==> src/rtl/instr_cycle_seq_pkg.sv <==
package instr_cycle_seq_pkg;

    typedef enum logic [2:0] {
        ST_HOLD   = 3'd0,
        ST_FETCH  = 3'd1,
        ST_DECODE = 3'd2,
        ST_EX1    = 3'd3,
        ST_EX2    = 3'd4,
        ST_EX3    = 3'd5
    } step_e;

    localparam int NUM_STEPS = 6;

    typedef enum logic [2:0] {
        IC_ALU      = 3'd0,
        IC_MOV      = 3'd1,
        IC_LS_REUSE = 3'd2,
        IC_LS_NEW   = 3'd3,
        IC_JUMP     = 3'd4,
        IC_CALL     = 3'd5,
        IC_RET      = 3'd6,
        IC_SPARE    = 3'd7
    } iclass_e;

    typedef enum logic [1:0] {
        AS_ZERO = 2'd0,
        AS_PC   = 2'd1,
        AS_SP   = 2'd2,
        AS_MAR  = 2'd3
    } asel_e;

    typedef struct packed {
        logic  fetch;
        logic  overlap;
        logic  mar_load;
        logic  data_req;
        logic  pc_load;
        asel_e asel;
    } ctl_t;

    // number of execute steps for a class
    function automatic logic [1:0] exec_len(iclass_e c);
        case (c)
            IC_LS_NEW:                     return 2'd3;
            IC_LS_REUSE, IC_CALL, IC_RET:  return 2'd2;
            default:                       return 2'd1;
        endcase
    endfunction

    // classes whose last step leaves the MAR free for an overlapped fetch
    function automatic logic may_overlap(iclass_e c);
        return !(c == IC_JUMP || c == IC_CALL || c == IC_RET);
    endfunction

    function automatic logic [1:0] ex_index(step_e s);
        case (s)
            ST_EX1:  return 2'd1;
            ST_EX2:  return 2'd2;
            ST_EX3:  return 2'd3;
            default: return 2'd0;
        endcase
    endfunction

endpackage

==> src/rtl/seq_hold_timer.sv <==
module seq_hold_timer #(
    parameter int CYCLES = 8
) (
    input  logic clk,
    input  logic rst,
    input  logic active,
    output logic done
);
    localparam int CW = (CYCLES > 1) ? $clog2(CYCLES) : 1;
    localparam logic [CW-1:0] LAST = CW'(CYCLES - 1);

    logic [CW-1:0] cnt;

    always_ff @(posedge clk) begin
        if (rst) begin
            cnt <= '0;
        end else if (active && cnt != LAST) begin
            cnt <= cnt + 1'b1;
        end
    end

    assign done = active && (cnt == LAST);
endmodule

==> src/rtl/seq_step_fsm.sv <==
module seq_step_fsm
    import instr_cycle_seq_pkg::*;
(
    input  logic        clk,
    input  logic        rst,
    input  logic        hold_done,
    input  logic [2:0]  class_i,
    output step_e       step,
    output ctl_t        ctl
);
    step_e   step_nx;
    iclass_e cls;
    logic [1:0] idx;
    logic       last;

    assign idx  = ex_index(step);
    assign last = (idx != 2'd0) && (idx == exec_len(cls));

    always_comb begin
        ctl     = '0;
        step_nx = step;
        case (step)
            ST_HOLD: begin
                if (hold_done) step_nx = ST_FETCH;
            end
            ST_FETCH: begin
                ctl.fetch = 1'b1;
                ctl.asel  = AS_PC;
                step_nx   = ST_DECODE;
            end
            ST_DECODE: begin
                step_nx = ST_EX1;
            end
            default: begin
                if (cls == IC_LS_NEW && idx == 2'd1) ctl.mar_load = 1'b1;
                if ((cls == IC_LS_REUSE && idx == 2'd1) ||
                    (cls == IC_LS_NEW && idx == 2'd2)) begin
                    ctl.data_req = 1'b1;
                    ctl.asel     = AS_MAR;
                end
                if ((cls == IC_CALL || cls == IC_RET) && idx == 2'd1) begin
                    ctl.data_req = 1'b1;
                    ctl.asel     = AS_SP;
                end
                if (last) begin
                    if (may_overlap(cls)) begin
                        ctl.fetch   = 1'b1;
                        ctl.overlap = 1'b1;
                        ctl.asel    = AS_PC;
                        step_nx     = ST_DECODE;
                    end else begin
                        ctl.pc_load = 1'b1;
                        step_nx     = ST_FETCH;
                    end
                end else begin
                    case (idx)
                        2'd1:    step_nx = ST_EX2;
                        default: step_nx = ST_EX3;
                    endcase
                end
            end
        endcase
    end

    always_ff @(posedge clk) begin
        if (rst) begin
            step <= ST_HOLD;
            cls  <= IC_ALU;
        end else begin
            step <= step_nx;
            if (ctl.fetch) cls <= iclass_e'(class_i);
        end
    end
endmodule

==> src/rtl/seq_addr_path.sv <==
module seq_addr_path
    import instr_cycle_seq_pkg::*;
#(
    parameter int ADDR_W = 24
) (
    input  logic              clk,
    input  logic              rst,
    input  ctl_t              ctl,
    input  logic [ADDR_W-1:0] target_i,
    input  logic [ADDR_W-1:0] oper_addr_i,
    input  logic [ADDR_W-1:0] sp_i,
    output logic [ADDR_W-1:0] pc,
    output logic [ADDR_W-1:0] addr
);
    logic [ADDR_W-1:0] mar;

    always_ff @(posedge clk) begin
        if (rst) begin
            pc  <= '0;
            mar <= '0;
        end else begin
            if (ctl.pc_load)      pc <= target_i;
            else if (ctl.fetch)   pc <= pc + 1'b1;
            if (ctl.mar_load)     mar <= oper_addr_i;
        end
    end

    // direct selection: fetch and stack accesses bypass the MAR
    always_comb begin
        case (ctl.asel)
            AS_PC:   addr = pc;
            AS_SP:   addr = sp_i;
            AS_MAR:  addr = mar;
            default: addr = '0;
        endcase
    end
endmodule

==> src/rtl/instr_cycle_seq.sv <==
module instr_cycle_seq
    import instr_cycle_seq_pkg::*;
#(
    parameter int ADDR_W      = 24,
    parameter int HOLD_CYCLES = 8
) (
    input  logic              clk,
    input  logic              rst,
    input  logic [2:0]        class_i,
    input  logic [ADDR_W-1:0] target_i,
    input  logic [ADDR_W-1:0] oper_addr_i,
    input  logic [ADDR_W-1:0] sp_i,
    output logic              sys_rst_o,
    output logic [5:0]        step_o,
    output logic              fetch_o,
    output logic              overlap_o,
    output logic              mar_load_o,
    output logic              mem_req_o,
    output logic [ADDR_W-1:0] addr_o,
    output logic [ADDR_W-1:0] pc_o
);
    step_e step;
    ctl_t  ctl;
    logic  hold_done;

    seq_hold_timer #(.CYCLES(HOLD_CYCLES)) u_hold (
        .clk    (clk),
        .rst    (rst),
        .active (step == ST_HOLD),
        .done   (hold_done)
    );

    seq_step_fsm u_fsm (
        .clk       (clk),
        .rst       (rst),
        .hold_done (hold_done),
        .class_i   (class_i),
        .step      (step),
        .ctl       (ctl)
    );

    seq_addr_path #(.ADDR_W(ADDR_W)) u_addr (
        .clk         (clk),
        .rst         (rst),
        .ctl         (ctl),
        .target_i    (target_i),
        .oper_addr_i (oper_addr_i),
        .sp_i        (sp_i),
        .pc          (pc_o),
        .addr        (addr_o)
    );

    for (genvar i = 0; i < NUM_STEPS; i++) begin : g_step
        assign step_o[i] = (step == step_e'(i));
    end

    assign sys_rst_o  = (step == ST_HOLD);
    assign fetch_o    = ctl.fetch;
    assign overlap_o  = ctl.overlap;
    assign mar_load_o = ctl.mar_load;
    assign mem_req_o  = ctl.fetch | ctl.data_req;
endmodule

==> config.mk <==
export PLATFORM = sky130hd
export DESIGN_NAME = instr_cycle_seq
export DESIGN_NICKNAME = d
export VERILOG_FILES = /design/src/rtl/instr_cycle_seq_pkg.sv /design/src/rtl/seq_hold_timer.sv /design/src/rtl/seq_step_fsm.sv /design/src/rtl/seq_addr_path.sv /design/src/rtl/instr_cycle_seq.sv
export SDC_FILE = /design/constraint.sdc
export NUM_CORES = 1
export LEC_CHECK = 0
export ABC_AREA = 1
export BUFFER_PORTS_ARGS = -buffer_cell sky130_fd_sc_hd__buf_4
export CAP_MARGIN = 20
export CORE_ASPECT_RATIO = 1.2
export CORE_MARGIN = 8
export CORE_UTILIZATION = 36
export CTS_CLUSTER_DIAMETER = 40
export DETAILED_ROUTE_END_ITERATION = 8
export GPL_ROUTABILITY_DRIVEN = 0
export MAX_ROUTING_LAYER = met4
export PLACE_DENSITY = 0.74
export SYNTH_ARGS = -nofsm -noshare
export SYNTH_HDL_FRONTEND = slang
export SYNTH_SLANG_ARGS = --single-unit
==> constraint.sdc <==
create_clock -name clk -period 1.7 [get_ports clk]
set_input_delay 0.17 -clock clk [delete_from_list [all_inputs] [get_ports clk]]
set_output_delay 0.17 -clock clk [all_outputs]
set_load 0.05 [all_outputs]
== Word-level counts from Yosys, hierarchy flattened ==
Index checks and enable logic that the tools add are counted.

* Output and inout port bits: 59
* Bits of input ports: 77
* Register bits after elaboration: 57
* Word-level logic and storage cells: 67

* Add/sub/neg operators: 2
* Equality and inequality tests: 19
* Bitwise gates (word level): 1
* Multiplexer cells: 23
* Reductions and logical operators: 17

{| class="wikitable"
|+ Operator list
! operator !! count
|-
| case mux 24 bit (3 select lines) || 1
|-
| two-way mux 24 bit || 2
|-
| adder 24 x 1 -> 24 bit, second input constant || 1
|-
| equality test 3 bit, second input constant || 6
|-
| equality test 3 x 2 -> 1 bit, second input constant || 4
|-
| two-way mux 2 bit || 6
|-
| two-way mux 3 bit || 3
|-
| case mux 3 bit (3 select lines) || 1
|-
| case mux 2 bit (2 select lines) || 2
|-
| logical AND 1 bit || 7
|-
| equality test 2 bit, second input constant || 3
|-
| case mux 2 bit (3 select lines) || 1
|-
| OR reduction 3 bit || 2
|-
| two-way mux 1 bit || 5
|-
| equality test 2 x 1 -> 1 bit, second input constant || 2
|-
| logical OR 1 bit || 4
|-
| two-way mux 4 bit || 1
|-
| nonzero test 2 bit || 2
|-
| adder 3 x 1 -> 3 bit, second input constant || 1
|-
| equality test 3 x 1 -> 1 bit, second input constant || 1
|-
| zero test 3 bit || 1
|-
| inequality test 3 bit, second input constant || 1
|-
| equality test 2 bit || 1
|-
| inequality test 2 bit, second input constant || 1
|-
| other kinds (3) || 3
|}

== Longest topological paths before layout ==
* Depth in word-level cells: 12
* Mapped depth: 14

== Cells and area by module ==
From an unflattened synthesis, not the netlist that was laid out.

* Cells, all modules: 557
* Area total of the unflattened synthesis: 3593.4 µm²

{| class="wikitable"
|+ By module, submodules not included
! module !! times used !! area an instance (µm²) !! cells each !! sequential area each (µm²)
|-
| seq_addr_path || 1 || 2935.3 || 449 || 960.9
|-
| seq_step_fsm || 1 || 430.4 || 69 || 120.1
|-
| seq_hold_timer || 1 || 166.4 || 25 || 60.1
|-
| instr_cycle_seq || 1 || 61.3 || 14 || 0.0
|}

== Worst setup path before layout ==
OpenSTA, ideal clock, no wires.

* Path kind: register -> output
* Start point: register u_fsm.step[1]
* End point: output port addr_o[15]
* Path slack: -1063 ps
* Arrival time: 2593 ps
* Path buffers: 1
* Cell stages (with the launch flop): 9
* Cell sequence: dfxtp_1 > inv_1 > nand2_1 > nor2_1 > clkinv_1 > nand2_1 > buf_2 > nand2_1 > nand3_1

{| class="wikitable"
|+ RTL lines
! what !! line !! source
|-
| start, declared || seq_step_fsm.sv:8 || <nowiki>output step_e step,</nowiki>
|-
| start signal, assigned || seq_step_fsm.sv:70 || <nowiki>step <= step_nx;</nowiki>
|-
| equality test 3 x 1 -> 1 bit * || n/a ||
|-
| net step_o[1] || instr_cycle_seq.sv:14 || <nowiki>output logic [5:0] step_o,</nowiki>
|-
| case mux 2 bit (2 select lines) * || seq_step_fsm.sv:22 || <nowiki>case (step)</nowiki>
|-
| equality test 2 bit or equality test 2 x 1 -> 1 bit (tied branches) || seq_addr_path.sv:30 || <nowiki>case (ctl.asel)</nowiki>
|-
| case mux 24 bit (3 select lines) * || seq_addr_path.sv:30 ||
|-
| end, declared || instr_cycle_seq.sv:19 || <nowiki>output logic [ADDR_W-1:0] addr_o,</nowiki>
|}

The timed path passes the listed nets; every way through them passes the cells marked *.

== Final worst setup path ==
* Start point: register u_fsm.cls[0]
* End point: output port addr_o[9]

* Longest elaborated chain between the ends: 10

{| class="wikitable"
|+ RTL lines
! what !! line !! source
|-
| start, declared || seq_step_fsm.sv:12 || <nowiki>iclass_e cls;</nowiki>
|-
| start signal, assigned || seq_step_fsm.sv:71 || <nowiki>if (ctl.fetch) cls <= iclass_e'(class_i);</nowiki>
|-
| parallel branches: the longest is 6 deep, another holds equality test 3 bit || n/a ||
|-
| two-way mux 3 bit * || seq_step_fsm.sv:45 || <nowiki>if (last) begin</nowiki>
|-
| case mux 2 bit (2 select lines) * || seq_step_fsm.sv:22 ||
|-
| equality test 2 bit or equality test 2 x 1 -> 1 bit (tied branches) || seq_addr_path.sv:30 ||
|-
| case mux 24 bit (3 select lines) * || seq_addr_path.sv:30 ||
|}

Every way passes the cells marked *.

==> impl_results.html <==
<table>
<tr><th>Metric</th><th>Value</th></tr>
<tr><th colspan="2">Route</th></tr>
<tr><td>Vias</td><td>5,155</td></tr>
<tr><td>Antenna Violating Nets Remaining</td><td>0</td></tr>
<tr><td>Final Routed Wirelength</td><td>17.6 mm</td></tr>
<tr><td>Vias per cell</td><td>approximately 5.3</td></tr>
<tr><td>DRC violation total after the first TritonRoute iteration</td><td>about 310</td></tr>
<tr><td>Number of remaining DRC errors</td><td>0</td></tr>
<tr><td>First drt pass iteration count</td><td>7</td></tr>
<tr><td>Routed length per instance</td><td>18.0 µm</td></tr>
<tr><th colspan="2">Clock network</th></tr>
<tr><td>Longest Clk Path Bufs</td><td>2</td></tr>
<tr><td>CTS clock-pin slew for the worst setup and hold paths</td><td>roughly 0.050 ns</td></tr>
<tr><td># H-tree levels</td><td>3</td></tr>
<tr><td>Number of buffers added by the clock tree synthesis step</td><td>9</td></tr>
<tr><td>Count of hold-fix buffers inserted at cts</td><td>0</td></tr>
<tr><td>Worst skew pair latency</td><td>~0.33 ns</td></tr>
<tr><td>TritonCTS clock tree</td><td>yes</td></tr>
<tr><td>Cell at the root of the clock tree</td><td>sky130_fd_sc_hd__clkbuf_16</td></tr>
<tr><td>CTS sink cnt</td><td>between 50 and 60</td></tr>
<tr><th colspan="2">Layout</th></tr>
<tr><td>Number of diodes</td><td>0</td></tr>
<tr><td>Area growth syn-to-layout</td><td>87.3%</td></tr>
<tr><td>Multi-input gate area in the final layout</td><td>approximately 3100 µm²</td></tr>
<tr><td>Ratio of cells with drive above 1 in the final layout</td><td>44.4%</td></tr>
<tr><td>Design area</td><td>7060 µm²</td></tr>
<tr><td>Post-layout nets</td><td>922</td></tr>
<tr><td>Filler cells</td><td>785</td></tr>
<tr><td>Sequential cell area</td><td>1180 µm²</td></tr>
<tr><th colspan="2">Worst setup path</th></tr>
<tr><td>Type of element capturing the critical path</td><td>output pin</td></tr>
<tr><td>Element type at the critical path start</td><td>register</td></tr>
<tr><td>Cell family with most CP delay</td><td>simple AND/OR/NAND/NOR gates</td></tr>
<tr><td>Series of cell instances along the critical path</td><td>inv_4 &gt; nand2_4 &gt; nand3_4 &gt; nand3_2 &gt; nand2_2 &gt; nor2_4 &gt; nand2_4 &gt; nand2_8 &gt; buf_12 &gt; a22oi_2 &gt; nand2_8 &gt; buf_8</td></tr>
<tr><td>Data required time at the worst endpoint</td><td>~1.5 ns</td></tr>
<tr><td>Worst reg2reg setup slack</td><td>-0.27 ns</td></tr>
<tr><td>Max stage delay cell, worst path</td><td>sky130_fd_sc_hd__dfxtp_4</td></tr>
<tr><td>Crit path arrival time</td><td>2.00 ns</td></tr>
<tr><td>Critical path type</td><td>register to output pin</td></tr>
<tr><td>Crit Path Max Fanout</td><td>6</td></tr>
<tr><td>Worst path max stage delay</td><td>0.37 ns</td></tr>
<tr><td>CP bufs+invs</td><td>3</td></tr>
<tr><th colspan="2">Yosys</th></tr>
<tr><td>Combined area of all synthesized cells</td><td>3770 µm²</td></tr>
<tr><td>Number of synthesized register bits</td><td>57</td></tr>
<tr><td>Netlist cell types</td><td>29</td></tr>
<tr><td>Warnings from Yosys</td><td>0</td></tr>
<tr><td>Cell taking the most area after synthesis</td><td>sky130_fd_sc_hd__dfxtp_1</td></tr>
<tr><td>Post-Syn Instances</td><td>650</td></tr>
<tr><td>Syn Nets</td><td>730</td></tr>
<tr><td>Sequential-to-total area share from yosys stat</td><td>between 30% and 40%</td></tr>
<tr><td>Cell types occupying the most area after synthesis</td><td>sky130_fd_sc_hd__dfxtp_1 30%, sky130_fd_sc_hd__nand2_1 22%, sky130_fd_sc_hd__nor2_1 13%</td></tr>
<tr><td>Area share of the largest cell type after synthesis</td><td>30.3%</td></tr>
<tr><td>Avg Synthesized Cell Area</td><td>5.80 µm²</td></tr>
<tr><th colspan="2">Power and ir drop</th></tr>
<tr><td>Power per unit of standard cell area</td><td>509 nW/µm²</td></tr>
<tr><td>Highest ir drop seen on vdd</td><td>0.000426 V</td></tr>
<tr><td>Static leakage</td><td>3.70 nW</td></tr>
<tr><td>Total power draw</td><td>3.59 mW</td></tr>
<tr><th colspan="2">Die</th></tr>
<tr><td>Number of placement rows</td><td>41</td></tr>
<tr><td>Total I/O pin count</td><td>136</td></tr>
<tr><td>Core Box Area</td><td>around 10,000 µm²</td></tr>
<tr><td>Die area</td><td>~14,000 µm²</td></tr>
<tr><td>Starting utilization of the core area</td><td>36.4%</td></tr>
<tr><td>Die Width</td><td>109 µm</td></tr>
<tr><td>Die height</td><td>128 µm</td></tr>
<tr><th colspan="2">Timing</th></tr>
<tr><td>Worst Tran Pin Value</td><td>0.366 ns</td></tr>
<tr><td>Max Clk Rate</td><td>460 MHz</td></tr>
<tr><td>Post-layout minimum cycle time</td><td>roughly 2.2 ns</td></tr>
<tr><td>Unrepaired setup endpoints after global routing</td><td>true</td></tr>
<tr><td>Worst setup skew after layout</td><td>~0.006 ns</td></tr>
<tr><td>Setup Viol. Count Final</td><td>55</td></tr>
<tr><td>Worst path setup slack after routing</td><td>-0.473 ns</td></tr>
<tr><td>Final period util</td><td>128%</td></tr>
<tr><td>Max_slew headroom</td><td>75.6%</td></tr>
<tr><td>Endpoints failing hold</td><td>0</td></tr>
<tr><td>Max Transition Viols Final</td><td>0</td></tr>
<tr><th colspan="2">Global routing</th></tr>
<tr><td>Pin count of the biggest net entering global routing</td><td>27</td></tr>
<tr><td>Via count of the first global-routing pass</td><td>5,184</td></tr>
<tr><td>Wire length of the first global-routing pass</td><td>about 25 mm</td></tr>
<tr><td>GRT Util Overall</td><td>a little under a quarter</td></tr>
<tr><td>Antenna violations before repair</td><td>0</td></tr>
<tr><td>Residual overflow from global routing</td><td>0</td></tr>
<tr><th colspan="2">Place</th></tr>
<tr><td>Half-perimeter wire length of the detailed placement result</td><td>roughly 12 mm</td></tr>
<tr><td>Area after DPL</td><td>~5800 µm²</td></tr>
<tr><td>Number of port buffers</td><td>135</td></tr>
<tr><th colspan="2">Status</th></tr>
<tr><td>Violated checks</td><td>negative setup slack</td></tr>
<tr><td>Result of the run</td><td>complete, but fails checks</td></tr>
<tr><th colspan="2">Worst hold path</th></tr>
<tr><td>Class of the tightest hold or removal check</td><td>input port to register</td></tr>
<tr><th colspan="2">Job</th></tr>
<tr><td>Max capacitance violation total</td><td>0</td></tr>
</table>
[cell families (layout without fill, tap and decap cells)]
logic type      Yosys count  count (layout)  synth area share (%)
flops                    57              57                  30.3
fa+ha+maj                 3               3                 0.995
simple gates            447             447                  48.8
buf+inv                  82             279                  9.69
compound gates           48              48                  7.23
xor+xnor                 13              13                  3.02
[sequential cells by signal, summed over array words and instances (netlist names)]
signal	flops
u_addr.pc	24
u_hold.cnt	3
u_addr.mar	24
u_fsm.step	3
u_fsm.cls	3
[power by group]
group / switching, mW / internal, mW / total [mW]
logic: 0.223 / 0.220 / 0.443
registers: 0.0287 / 1.35 / 1.38
clock network: 0.635 / 1.14 / 1.78
[path summary, 6_finish.rpt]
path | startpoint | to | depth (start not counted)
worst min register to register | u_hold.cnt[2] | u_hold.cnt[2] | 2
worst min-delay path | rst | u_fsm.cls[2] | 2
worst max register to register | u_fsm.cls[0] | u_addr.pc[8] | 14
worst max-delay path | u_fsm.cls[0] | addr_o[9] | 12
[cell usage after synthesis]
cell type / n
sky130_fd_sc_hd__nand2_1: 220
sky130_fd_sc_hd__nor2_1: 134
sky130_fd_sc_hd__nand3_1: 59
sky130_fd_sc_hd__dfxtp_1: 57
sky130_fd_sc_hd__inv_1: 41
sky130_fd_sc_hd__o21ai_0: 27
sky130_fd_sc_hd__nand4_1: 22
sky130_fd_sc_hd__clkbuf_1: 16
sky130_fd_sc_hd__xor2_1: 13
sky130_fd_sc_hd__a21oi_1: 9
sky130_fd_sc_hd__a22oi_1: 9
sky130_fd_sc_hd__buf_2: 9
sky130_fd_sc_hd__buf_4: 4
sky130_fd_sc_hd__buf_6: 4
sky130_fd_sc_hd__inv_2: 4
sky130_fd_sc_hd__nor3_1: 4
sky130_fd_sc_hd__ha_1: 3
sky130_fd_sc_hd__clkinv_1: 2
sky130_fd_sc_hd__nand2_2: 2
sky130_fd_sc_hd__nand3b_1: 2
sky130_fd_sc_hd__a211oi_2: 1
sky130_fd_sc_hd__buf_1: 1
sky130_fd_sc_hd__clkbuf_2: 1
sky130_fd_sc_hd__nor2_2: 1
sky130_fd_sc_hd__nor2_4: 1
sky130_fd_sc_hd__nor3b_1: 1
sky130_fd_sc_hd__o21a_1: 1
sky130_fd_sc_hd__o21ai_1: 1
sky130_fd_sc_hd__or2_2: 1
[stage by stage]
step	worst slack (ns)	cells	utilization, %	hold slack [ns]	setup TNS [ns]
final	-0.473	976	68.1	0.0530	-16.89
after global routing	-0.537	976	68.1	0.0506	-21.24
after CTS	-0.411	961	62.5	0.0421	-10.17
after detailed placement	-0.219	939	56.2	0.394	-7.64
after global placement	-0.130	939	56.2	0.386	-4.89
after floorplan	-0.200	650	-	0.239	-3.38
[timing repair]
item | CTS | global route
gates resized for setup | 82 | 88
cloned | 1 | 9
setup endpoints to repair | 55 | 55
pin swaps | 1 | 14
setup buffers | 5 | 9
[area by class of cell]
class,instances,area share (%)
sequential,57,16.7
tap,129,2.29
multi-input combinational,511,43.7
inverter,47,2.89
clock inverter,2,0.142
clock buffer,14,4.02
timing repair buffer,216,30.3
[layout by cell type, fill, tap and decap left out, drive strengths merged, types with 3 or more instances in the layout]
cell type    n
a21oi        9
a22oi        9
buf        207
clkbuf      22
clkinv       4
dfxtp       57
ha           3
inv         43
nand2      222
nand3       59
nand4       22
nor2       136
nor3         4
o21ai       28
xor2        13
[metal layers]
| layer | part of all wire (%) | global-route usage (%) |
|---|---|---|
| met3 | 6.4 | 4.33 |
| met2 | 51 | 39.5 |
| met1 | 38 | 25.8 |
| met4 | 4.7 | 11.3 |
| met5 | 0 | - |
Power figures use the tool's default switching activity.
